### src/rtl/adc_cyc_pkg.sv
package adc_cyc_pkg;
    typedef enum logic [1:0] {
        ST_CONVERT = 2'd0,
        ST_SLEEP   = 2'd1,
        ST_OUTPUT  = 2'd2
    } cyc_state_e;
endpackage

### src/rtl/adc_pin_sync.sv
module adc_pin_sync #(
    parameter int STAGES = 2
) (
    input  logic clk,
    input  logic rst_n,
    input  logic cs_n_pin,
    input  logic sck_pin,
    output logic cs_hi,
    output logic sck_rise,
    output logic sck_fall
);
    logic [STAGES-1:0] cs_pipe;
    logic [STAGES-1:0] sck_pipe;
    logic              sck_prev;

    generate
        if (STAGES == 1) begin : g_one
            always_ff @(posedge clk or negedge rst_n) begin
                if (!rst_n) begin
                    cs_pipe  <= '1;
                    sck_pipe <= '0;
                end else begin
                    cs_pipe  <= cs_n_pin;
                    sck_pipe <= sck_pin;
                end
            end
        end else begin : g_many
            always_ff @(posedge clk or negedge rst_n) begin
                if (!rst_n) begin
                    cs_pipe  <= '1;
                    sck_pipe <= '0;
                end else begin
                    cs_pipe  <= {cs_pipe[STAGES-2:0], cs_n_pin};
                    sck_pipe <= {sck_pipe[STAGES-2:0], sck_pin};
                end
            end
        end
    endgenerate

    always_ff @(posedge clk or negedge rst_n) begin
        if (!rst_n) sck_prev <= 1'b0;
        else        sck_prev <= sck_pipe[STAGES-1];
    end

    assign cs_hi    = cs_pipe[STAGES-1];
    assign sck_rise =  sck_pipe[STAGES-1] & ~sck_prev;
    assign sck_fall = ~sck_pipe[STAGES-1] &  sck_prev;
endmodule

### src/rtl/adc_result_shreg.sv
module adc_result_shreg #(
    parameter int W = 24
) (
    input  logic         clk,
    input  logic         rst_n,
    input  logic         load,
    input  logic [W-1:0] load_data,
    input  logic         shift_en,
    output logic [W-1:0] word
);
    always_ff @(posedge clk or negedge rst_n) begin
        if (!rst_n)        word <= '0;
        else if (load)     word <= load_data;
        else if (shift_en) word <= {word[W-2:0], 1'b0};
    end
endmodule

### src/rtl/adc_cycle_fsm.sv
module adc_cycle_fsm
    import adc_cyc_pkg::*;
#(
    parameter int W = 24
) (
    input  logic       clk,
    input  logic       rst_n,
    input  logic       conv_done,
    input  logic       cs_hi,
    input  logic       sck_rise,
    input  logic       sck_fall,
    output cyc_state_e state,
    output logic       load,
    output logic       shift_en,
    output logic       conv_start
);
    localparam int CNT_W = (W > 1) ? $clog2(W) : 1;
    localparam logic [CNT_W-1:0] LAST = CNT_W'(W - 1);

    cyc_state_e       nxt;
    logic [CNT_W-1:0] bit_cnt;
    logic             fresh_q;
    logic             enter_conv;

    always_comb begin
        nxt        = state;
        enter_conv = 1'b0;
        unique case (state)
            ST_CONVERT: if (conv_done) nxt = ST_SLEEP;
            ST_SLEEP:   if (!cs_hi)    nxt = ST_OUTPUT;
            ST_OUTPUT: begin
                if (cs_hi || (sck_rise && bit_cnt == LAST)) begin
                    nxt        = ST_CONVERT;
                    enter_conv = 1'b1;
                end
            end
            default:    nxt = ST_CONVERT;
        endcase
    end

    always_ff @(posedge clk or negedge rst_n) begin
        if (!rst_n) state <= ST_CONVERT;
        else        state <= nxt;
    end

    always_ff @(posedge clk or negedge rst_n) begin
        if (!rst_n) begin
            bit_cnt    <= '0;
            fresh_q    <= 1'b1;
            conv_start <= 1'b0;
        end else begin
            fresh_q    <= 1'b0;
            conv_start <= fresh_q | enter_conv;
            if (state != ST_OUTPUT)
                bit_cnt <= '0;
            else if (sck_rise)
                bit_cnt <= bit_cnt + 1'b1;
        end
    end

    assign load     = (state == ST_CONVERT) && conv_done;
    assign shift_en = (state == ST_OUTPUT) && !cs_hi && sck_fall;
endmodule

### src/rtl/adc_cycle_ctrl.sv
module adc_cycle_ctrl
    import adc_cyc_pkg::*;
#(
    parameter int DATA_W      = 24,
    parameter int SYNC_STAGES = 2
) (
    input  logic              clk,
    input  logic              rst_n,
    input  logic              conv_done,
    input  logic [DATA_W-1:0] conv_data,
    output logic              conv_start,
    input  logic              cs_n,
    input  logic              sck,
    output logic              sdo,
    output logic              sdo_oe,
    output logic              sleep_flag
);
    cyc_state_e        state;
    logic              cs_hi, sck_rise, sck_fall;
    logic              load, shift_en;
    logic [DATA_W-1:0] word_q;

    adc_pin_sync #(.STAGES(SYNC_STAGES)) u_sync (
        .clk(clk), .rst_n(rst_n), .cs_n_pin(cs_n), .sck_pin(sck),
        .cs_hi(cs_hi), .sck_rise(sck_rise), .sck_fall(sck_fall)
    );

    adc_cycle_fsm #(.W(DATA_W)) u_fsm (
        .clk(clk), .rst_n(rst_n), .conv_done(conv_done), .cs_hi(cs_hi),
        .sck_rise(sck_rise), .sck_fall(sck_fall), .state(state),
        .load(load), .shift_en(shift_en), .conv_start(conv_start)
    );

    adc_result_shreg #(.W(DATA_W)) u_shreg (
        .clk(clk), .rst_n(rst_n), .load(load), .load_data(conv_data),
        .shift_en(shift_en), .word(word_q)
    );

    assign sdo        = (state == ST_OUTPUT) ? word_q[DATA_W-1] : 1'b0;
    assign sdo_oe     = (state == ST_OUTPUT) && !cs_hi;
    assign sleep_flag = (state == ST_SLEEP);
endmodule

### config.mk
export PLATFORM = sky130hd
export DESIGN_NAME = adc_cycle_ctrl
export DESIGN_NICKNAME = d
export VERILOG_FILES = /design/src/rtl/adc_cyc_pkg.sv /design/src/rtl/adc_pin_sync.sv /design/src/rtl/adc_result_shreg.sv /design/src/rtl/adc_cycle_fsm.sv /design/src/rtl/adc_cycle_ctrl.sv
export SDC_FILE = /design/constraint.sdc
export NUM_CORES = 1
export LEC_CHECK = 0
export ABC_CLOCK_PERIOD_IN_PS = 1770
export BUFFER_PORTS_ARGS = -buffer_cell sky130_fd_sc_hd__buf_2
export CAP_MARGIN = 10
export CORE_MARGIN = 2
export CORE_UTILIZATION = 40
export CTS_BUF_LIST = sky130_fd_sc_hd__clkbuf_4 sky130_fd_sc_hd__clkbuf_8
export DETAILED_ROUTE_END_ITERATION = 10
export HOLD_SLACK_MARGIN = 0.03
export PLACE_DENSITY_LB_ADDON = 0.12
export SYNTH_ARGS = -nofsm -noshare
export SYNTH_HDL_FRONTEND = slang
export SYNTH_SLANG_ARGS = --single-unit
### constraint.sdc
create_clock -name clk -period 1.77 [get_ports clk]
set_clock_uncertainty 0.1 [all_clocks]
set_input_delay 0.177 -clock clk [delete_from_list [all_inputs] [get_ports clk]]
set_output_delay 0.177 -clock clk [all_outputs]
set_load 0.005 [all_outputs]
==> impl_summary.md <==
Status
The flow ran to the end, and the final reports show no timing, DRC or antenna violations.

Global route
Entering global routing, the biggest net connects 27 pins. The total congestion overflow is 0. In the global route stage, met1 resource usage came out at 22.6%. The via count of the first global-routing pass is 1232.

The number of antenna violations at the first check in global routing is 0. In the global route stage, met3 resource usage came out at 5.43%. The most used routing layer in global routing is met2. The global-route wire length before repair is 5.59 mm. The global-route total usage across every layer is 16.4%. The routing usage on met2 is 24.8%.

Clocking
The TritonCTS buffer count is 5. The clock tree root driver cell is clkbuf_8. The buffer count from post-CTS setup fixing is 0. The clock slew seen by the registers of the worst setup and hold paths is 0.07 ns.

The depth of the CTS H-tree is 2. The clock net sink count is 38. The CTS tree is done. The insertion delay to the later sink of the worst-skew pair is 0.29 ns. In this run the deepest clock path goes through 2 buffers.

Critical path
The cell family contributing the most delay on the critical path is flip-flops. Data on the critical path is required at its endpoint by 1.49 ns. The worst path arrival time is 1.38 ns. STA classifies the critical path startpoint as a register.

The critical path is of the reg -> out type. The critical path goes through nor3b_4, buf_6, buf_2. The largest individual stage delay along the critical path comes from the cell dfrtp_1. The maximum fanout along the worst path is 13.

The worst setup path is captured at an output port. The number of buffer and inverter instances along the worst setup path is 2. The maximum single-stage delay on the critical path is 0.47 ns.

Timing
Setup repair after global routing left no endpoint under its margin. At the pin with the least slew margin, the transition time is 0.543 ns. The number of failing hold endpoints at the final stage is 0. Of the available clock period, the critical path in the final layout requires 93.9%. In this run the tightest slew margin relative to its limit is 63.7%. The count of pins over their slew limit is 0. The minimum clock period is 1.66 ns.

Setup violations remaining at the end of the flow were counted as 0. Static timing analysis puts the maximum clock frequency at 602 MHz.

Pwr
Per report_power, the sequential group accounts for 48.3% of the total. Of the total power, combinational logic draws 29.0%. Summed over all nets, the switching power comes to 0.839 mW. The fraction of power spent switching nets is 30.1%.

VDD sags by at most 785 uV. Dividing total power by cell area gives a power density of 1250 nW/um2. The internal power is 1.95 mW.

Summed over all cells, the static leakage comes to 1.11 nW. The clock group share of total power is 22.8%.

Logic synthesis
Yosys printed 0 warnings. In the post-synthesis netlist, the biggest area contributors are dfrtp_1, a221o_1, and3_1, dfstp_2, nor3b_4. Each instance of the synthesized netlist takes up on average 12.2 um2. The cell count after synthesis came out at 136. In this run, distinct cell masters in the synthesized netlist total 33.

The post-synthesis register bit count is 38. The largest total area in the synthesized netlist belongs to dfrtp_1. The share of the synthesized area in the top cell type is 52.8%. The area of the mapped netlist is 1660 um2. The total nets after synthesis is 166. Summing the sequential cell areas from Yosys gives 57.5% of the chip area.

Layout
Once layout is complete, the cells apart from fillers number 250. The number of fill cells is 342. The flip-flop and latch area is 955 um2.

The most common cell after layout, fill and taps aside is dfrtp_1. The area added between synthesis and finish is 34.7%. The number of antenna diodes in the final layout is 0. At the end of the flow, the number of nets in the layout was 229.

Measured on the finished design, the core utilization comes to 55.9%. In the final layout, the multi-input gates occupy 649 um2. The top cell types in the final layout, fill and taps aside, are dfrtp_1, buf_2, dlygate4sd3_1. The ratio of cells with drive above 1 in the final layout is 27.5%.

Route
Dividing the detail-routed via count by the number of cells gives 5.29. The antenna violation net count after detailed routing is 0. The via count is 1323. The detailed router finished its first iteration with 140 violations.

After detailed routing, the number of remaining DRC violations is 0. After detailed routing, the total wire length is 3.62 mm. Before antenna repair, the detailed router went through 4 iterations. In the final routed layout, each cell accounts on average for 14.5 um.

Floorplanning
The top-level port count is 33. The floorplan step set the die width to 68.4 um. The die outline height is 68.4 um.

The floorplan has 23 rows. The core area is 4000 um2. The die area is 4680 um2. The starting utilization of the core area is 41.5%.

Job
Max-cap violations in this run came to 0.

Place
The last weighted congestion value of the routability-driven placer is 0.705. After detailed placement, the design holds a cell count of 217. The count of buffers added on input and output ports is 32. The HPWL after detailed placement is 2.33 mm.

Worst hold path
The class of the most critical hold timing path is in -> reg.
synth_stat cells:
| cell type | number |
|---|---|
| a211o_1 | 1 |
| a211oi_1 | 2 |
| a21o_1 | 1 |
| a21oi_1 | 3 |
| a21oi_2 | 1 |
| a221o_1 | 21 |
| and2_1 | 2 |
| and3_1 | 21 |
| buf_2 | 2 |
| buf_4 | 1 |
| buf_6 | 2 |
| clkbuf_1 | 2 |
| clkbuf_2 | 1 |
| conb_1 | 1 |
| dfrtp_1 | 35 |
| dfstp_2 | 3 |
| ha_1 | 1 |
| inv_1 | 3 |
| mux2i_1 | 1 |
| nand2_1 | 7 |
| nand2b_1 | 3 |
| nand3_1 | 2 |
| nand3b_1 | 1 |
| nand4b_1 | 1 |
| nor2_1 | 3 |
| nor2b_1 | 2 |
| nor3b_4 | 2 |
| o211ai_1 | 1 |
| o21ai_0 | 4 |
| o21bai_1 | 1 |
| or3_1 | 2 |
| or3b_2 | 1 |
| xor2_1 | 2 |
power by group through the flow:
stage          Sequential [mW]  Clock [mW]  Combinational, mW
6_report                  1.35       0.635              0.809
5_1_grt                   1.38       0.690              0.894
4_1_cts                   1.34       0.650              0.804
3_5_place_dp              1.35           0              0.752
3_3_place_gp              1.35           0              0.719
2_1_floorplan             1.31           0              0.572
flip-flops by register name, summed over array words and instances, names as in the netlist:
signal            count
u_shreg.word         24
u_fsm.bit_cnt         5
u_fsm.state           2
u_sync.cs_pipe        2
u_sync.sck_pipe       2
u_fsm.conv_start      1
u_fsm.fresh_q         1
u_sync.sck_prev       1
metrics by stage:
step | power, mW | TNS, ns | instance area (um2) | setup WS, ns | hold slack (ns)
3_5_place_dp | 2.10 | -0.171 | 1880 | -0.0229 | 0.0956
2_1_floorplan | 1.88 | 0 | 1660 | 0.256 | -0.219
5_1_grt | 2.96 | 0 | 2240 | 0.0173 | 0.0441
3_3_place_gp | 2.07 | 0 | 1880 | 0.0223 | 0.0948
6_report | 2.79 | 0 | 2240 | 0.108 | 0.0419
4_1_cts | 2.80 | 0 | 2220 | 0.0165 | 0.0304
routing by layer:
layer | share of wire, % | routed length [um]
met2 | 44 | 1600
met3 | 4.1 | 150
met5 | 0 | 0
met4 | 0.86 | 31
met1 | 51 | 1840
path summary, 6_finish.rpt:
path,startpoint,slack [ns],depth (start not counted),end
worst min-delay path,conv_data[18],0.04,2,u_shreg.word[18]$_DFFE_PN0P_
worst min register to register,u_sync.sck_pipe[0]$_DFF_PN0_,0.25,0,u_sync.sck_pipe[1]$_DFF_PN0_
worst max register to register,u_fsm.state[1]$_DFFE_PN0P_,0.16,5,u_shreg.word[2]$_DFFE_PN0P_
max in group asynchronous,rst_n,0.66,3,u_sync.cs_pipe[0]$_DFF_PN1_
worst max-delay path,u_fsm.state[0]$_DFFE_PN0P_,0.11,3,sdo_oe
min in group asynchronous,rst_n,0.30,2,u_shreg.word[21]$_DFFE_PN0P_
cell families (layout without fill, tap and decap cells):
kind of cell	after synthesis	in the layout	share of synthesized area (%)
AND/OR/NAND/NOR	47	47	17.9
adder cells (fa/ha/maj)	1	1	0.753
other	1	1	0.226
buffers and inverters	11	75	3.84
XOR/XNOR	2	2	1.06
AO/OA/AOI/OAI	35	35	18.1
multiplexers	1	1	0.603
flip-flops	38	38	57.5
final cells by class:
class / instances / area share [%]
clock buffers: 8 / 4.36
flip-flops and latches: 38 / 42.7
well taps: 50 / 2.80
inverters: 3 / 0.503
repair buffers: 64 / 20.6
multi-input cells: 87 / 29.0
repair_timing:
action | in CTS | in global routing
endpoints found under the setup margin | 20 | 1
hold endpoints to repair | 45 | 1
gates cloned | 0 | 1
hold buffers | 23 | 1
pin swaps | 0 | 1
gates resized for setup | 1 | 1
(Power assumes the default switching activity.)
